--- src/rtl/rdpipe_pkg.sv ---
package rdpipe_pkg;
  // Enable that clocks the final stage
  function automatic logic final_gate(input bit use_ce, input logic ce, input logic en);
    return use_ce ? ce : en;
  endfunction

  // Edges from a read request to its appearance on the output
  function automatic int unsigned read_latency(input int unsigned stages);
    return 1 + stages;
  endfunction
endpackage

--- src/rtl/rdpipe_array.sv ---
module rdpipe_array #(
  parameter int unsigned DATA_W      = 16,
  parameter int unsigned ADDR_W      = 6,
  parameter bit          WRITE_FIRST = 1'b0,
  parameter logic [DATA_W-1:0] RST_VAL = '0
) (
  input  logic              clk,
  input  logic              en,
  input  logic              we,
  input  logic [ADDR_W-1:0] addr,
  input  logic [DATA_W-1:0] wdata,
  input  logic              rst_hit,
  output logic [DATA_W-1:0] q
);
  localparam int unsigned DEPTH = 1 << ADDR_W;

  logic [DATA_W-1:0] mem [DEPTH];
  logic [DATA_W-1:0] rd_word;

  assign rd_word = (WRITE_FIRST && we) ? wdata : mem[addr];

  always_ff @(posedge clk) begin
    if (en && we) mem[addr] <= wdata;
  end

  always_ff @(posedge clk) begin
    if (rst_hit)  q <= RST_VAL;
    else if (en)  q <= rd_word;
  end
endmodule

--- src/rtl/rdpipe_stage.sv ---
module rdpipe_stage #(
  parameter int unsigned DATA_W = 16,
  parameter logic [DATA_W-1:0] RST_VAL = '0
) (
  input  logic              clk,
  input  logic              adv,
  input  logic              rst_hit,
  input  logic [DATA_W-1:0] d,
  output logic [DATA_W-1:0] q
);
  always_ff @(posedge clk) begin
    if (rst_hit)  q <= RST_VAL;
    else if (adv) q <= d;
  end
endmodule

--- src/rtl/rdpipe_ram.sv ---
module rdpipe_ram #(
  parameter int unsigned DATA_W      = 16,
  parameter int unsigned ADDR_W      = 6,
  parameter int unsigned OUT_STAGES  = 2,
  parameter logic [DATA_W-1:0] RST_VAL = '0,
  parameter bit          USE_REGCE   = 1'b1,
  parameter bit          WRITE_FIRST = 1'b0
) (
  input  logic              clk,
  input  logic              en,
  input  logic              wr_en,
  input  logic [ADDR_W-1:0] addr,
  input  logic [DATA_W-1:0] wr_data,
  input  logic              out_rst,
  input  logic              reg_ce,
  output logic [DATA_W-1:0] rd_data
);
  localparam bool_latch_last = (OUT_STAGES == 0);

  // Named internal events for the checker
  logic              final_load;
  logic              final_rst;
  logic [DATA_W-1:0] latch_q;
  logic [DATA_W-1:0] pre_final;

  assign final_load = rdpipe_pkg::final_gate(USE_REGCE, reg_ce, en);
  assign final_rst  = out_rst && final_load;

  rdpipe_array #(
    .DATA_W(DATA_W), .ADDR_W(ADDR_W),
    .WRITE_FIRST(WRITE_FIRST), .RST_VAL(RST_VAL)
  ) u_array (
    .clk(clk), .en(en), .we(wr_en), .addr(addr), .wdata(wr_data),
    .rst_hit(bool_latch_last ? final_rst : 1'b0),
    .q(latch_q)
  );

  generate
    if (OUT_STAGES == 0) begin : g_none
      assign pre_final = latch_q;
      assign rd_data   = latch_q;
    end else if (OUT_STAGES == 1) begin : g_one
      assign pre_final = latch_q;
      rdpipe_stage #(.DATA_W(DATA_W), .RST_VAL(RST_VAL)) u_final (
        .clk(clk), .adv(final_load), .rst_hit(final_rst),
        .d(latch_q), .q(rd_data)
      );
    end else begin : g_two
      logic [DATA_W-1:0] inner_q;
      rdpipe_stage #(.DATA_W(DATA_W), .RST_VAL(RST_VAL)) u_inner (
        .clk(clk), .adv(en), .rst_hit(1'b0),
        .d(latch_q), .q(inner_q)
      );
      assign pre_final = inner_q;
      rdpipe_stage #(.DATA_W(DATA_W), .RST_VAL(RST_VAL)) u_final (
        .clk(clk), .adv(final_load), .rst_hit(final_rst),
        .d(inner_q), .q(rd_data)
      );
    end
  endgenerate
endmodule

--- config.mk ---
export PLATFORM = sky130hd
export DESIGN_NAME = rdpipe_ram
export DESIGN_NICKNAME = d
export VERILOG_FILES = /design/src/rtl/rdpipe_pkg.sv /design/src/rtl/rdpipe_array.sv /design/src/rtl/rdpipe_stage.sv /design/src/rtl/rdpipe_ram.sv
export SDC_FILE = /design/constraint.sdc
export NUM_CORES = 1
export LEC_CHECK = 0
export BUFFER_PORTS_ARGS = -buffer_cell sky130_fd_sc_hd__buf_2
export CORE_UTILIZATION = 33
export DETAILED_ROUTE_END_ITERATION = 8
export PLACE_DENSITY = 0.47
export SYNTH_ARGS = -nofsm -noshare
export SYNTH_HDL_FRONTEND = slang
export SYNTH_SLANG_ARGS = --single-unit
export TNS_END_PERCENT = 5
--- constraint.sdc ---
create_clock -name clk -period 6.4 [get_ports clk]
set_clock_uncertainty 0.1 [all_clocks]
set_input_delay 1.28 -clock clk [delete_from_list [all_inputs] [get_ports clk]]
set_output_delay 1.28 -clock clk [all_outputs]
set_load 0.01 [all_outputs]
==> impl_metrics.yaml <==
logic_synthesis:
  syn_nets: 2414
  yosysTopAreaCell: "edfxtp_1"
  ys.flop_type: "edfxtp_1"
  synth_common_cells: "edfxtp_1 (1056), a22oi_1 (241), nor2_1 (104)"
  netlist_area_um2: 41000
  synthArstFlopShare_pct: 0
  seq_area_frac_synth_pct: 78.1
  synth_area_leaders: "edfxtp_1 (77%), a22oi_1 (4.4%), mux2i_1 (2.0%), a221oi_1 (1.8%), o22ai_1 (1.1%)"
  yosys_warnings: 0
  syn_inst: 2387
  synth_edf_count: 1056
  yosys_register_bits: 1072
  avgSynthCellArea_um2: 17.2
  synthMostInstantiatedCell: "edfxtp_1"
  synth_top_cell_area_share_pct: 77.3
  synth_cell_type_count: 56
floorplan:
  core.rowCount: 129
  coreArea_um2: 123000
  ioPinCount: 43
  start_util_pct: 33.2
  die-area_um2: 126000
  die_y_um: 355
  die_w_um: 355
routing:
  drt-pass1-iter-count: 6
  postRouteAntennaNets: 0
  top_layer: "met5"
  viasPerCell: 5.60
  post-route-drc-count: 0
  num_vias: 23700
  dr.first_iter.drc_count: 2923
  avgRoutedWirePerCell_um: 30.2
  wl_met2_um: 57500
  wl_met1_um: 56700
  dr_wl_met3_um: 10100
  wl_um: 127000
critical_path:
  worst_ep_arrival_time_ns: 5.09
  cp-end-kind: "register"
  r2r_slack_ns: 3.34
  crit_type: "in2reg"
  critical_path_required_ns: 6.74
  crit_start: "addr[1]"
  cp_max_fo: 70
  r2r_start: "u_array.mem[43][9]$_DFFE_PP_"
  cp-start-kind: "primary input"
global_route:
  grt_pass1_wl_um: 180000
  grt_max_degree: 71
  antenna_found_initial: 9
  grt.total_usage_pct: 20.0
  grt_overflow: 0
  grt_pass1_vias: 23100
min_path:
  hp-class: "reg2reg"
  hp-start: "u_array.q[10]$_DFFE_PP_"
clock_network:
  cts_max_level: 3
  cts_tree: "built"
  cts_buffers: 112
  clockBufferDepth: 3
  postCtsSetupBuffers: 0
  clock_sinks: 1072
  ctsHoldBuffers: 0
  post_cts_resized: 0
  insertion_delay_ns: 0.70
  path_clk_slew_ns: 0.06
  clockRootBuffer: "clkbuf_16"
sta:
  maxSlewViolCount: 0
  finalCritPeriodShare_pct: 74.2
  worstMarginPinSlew_ns: 1.26
  fmax_mhz: 210
  finalSetupViolCount: 0
  setup_tns_ns: 0
  rsz0062_at_grt: "false"
  slew_headroom_pct: 15.1
  min_period_ns: 4.75
  hold_viol_final: 0
power_and_ir_drop:
  switching_power_uw: 3290
  leakage_uw: 0.0147
  swShare_pct: 22.2
  p_comb_share_pct: 5.6
  pwr-share-clk_pct: 41.7
  power_frac_seq_pct: 52.7
  p_int_uw: 11500
  ir_drop_mv: 0.213
  power.density_nw_per_um2: 315
place:
  place.gp.congestion: 0.894
  portBuffers: 42
  dp_hpwl_um: 76000
  place_area_um2: 43600
final_layout:
  layout-drive-gt1-share_pct: 15.6
  nFillCells: 11300
  finalInstanceArea_um2: 47000
  areaGrowthSynthToFinish_pct: 14.5
  final_nets: 2525
status:
  status: "finished clean"
run:
  maxCapViolCount: 0
-- power by group through the flow --
stage	clock [uW]	combinational [uW]	sequential, uW
floorplan	0	392	7930
global placement	0	813	7940
detailed placement	0	821	7950
CTS	6300	822	7800
global route	6560	866	7800
finish	6180	823	7800
-- cell type report --
| type | instances | area [um^2] | area share (%) |
|---|---|---|---|
| Antenna cell | 3 | 7.51 | 0.0160 |
| Clock buffer | 138 | 2940 | 6.26 |
| Clock inverter | 63 | 499 | 1.06 |
| Inverter | 18 | 67.6 | 0.144 |
| Multi-Input combinational cell | 1113 | 8080 | 17.2 |
| Sequential cell | 1072 | 32000 | 68.1 |
| Tap cell | 1637 | 2050 | 4.36 |
| Timing Repair Buffer | 181 | 1330 | 2.82 |
-- registers in the layout, indices dropped and copies added, names as in the netlist --
signal	count
g_two.u_final.q	16
g_two.u_inner.q	16
u_array.mem	1024
u_array.q	16
-- cells by family (layout without fill, tap and decap cells) --
group	after synthesis	count (layout)	synth area share [%]
other cells	0	3	0
buf+inv	202	400	2.43
compound gates	713	713	12.4
flops	1072	1072	78.1
simple gates	242	242	2.59
mux	158	158	4.55
-- critical path, cell delays in order --
cell and delay (ns):
clkbuf_8 0.49, buf_4 0.76, mux2_1 0.41, a32oi_1 0.18, o21ai_1 0.12, o21ai_0 0.91, o21ai_0 0.26, or4_1 0.56
-- path summary, 6_finish.rpt --
kind / end / depth (start not counted)
hold / removal: g_two.u_inner.q[10]$_DFFE_PP_ / 0
setup reg to reg: u_array.q[9]$_DFFE_PP_ / 6
hold reg to reg: g_two.u_inner.q[10]$_DFFE_PP_ / 0
setup / recovery: u_array.q[9]$_DFFE_PP_ / 8
-- through the flow --
stage / hold WS [ns] / cells / total power, uW / util (%) / setup slack [ns]
final: 0.322 / 4225 / 14800 / 38.1 / 1.65
after global routing: 0.334 / 4222 / 15200 / 38.1 / 1.57
after CTS: 0.327 / 4222 / 14900 / 38.1 / 1.86
after floorplan: 0.300 / 2387 / 8330 / - / 2.69
after detailed placement: 0.312 / 4021 / 8770 / 35.3 / 1.13
after global placement: 0.311 / 4021 / 8760 / 35.3 / 1.09
-- cells in the final DEF, fill, tap and decap left out, drive strengths merged, types with 8 or more instances in the layout --
cell type	count
edfxtp	1056
a22oi	241
buf	179
clkbuf	140
nor2	106
o21ai	94
a221oi	86
mux2i	81
nand2	76
o22ai	70
a21oi	67
mux2	61
clkinv	49
o221ai	40
a211oi	37
inv	21
a22o	17
mux4	16
dfxtp	16
a31oi	15
a32oi	14
nand3	10
or3	8
or4	8
o211ai	8
-- routing by layer --
layer | up-vias | GRT usage [%]
li1 | 10100 | -
met1 | 12400 | 29.2
met2 | 1036 | 30.8
met3 | 184 | 3.55
met4 | 6 | 4.98
met5 | - | 0
(Power assumes the default switching activity.)
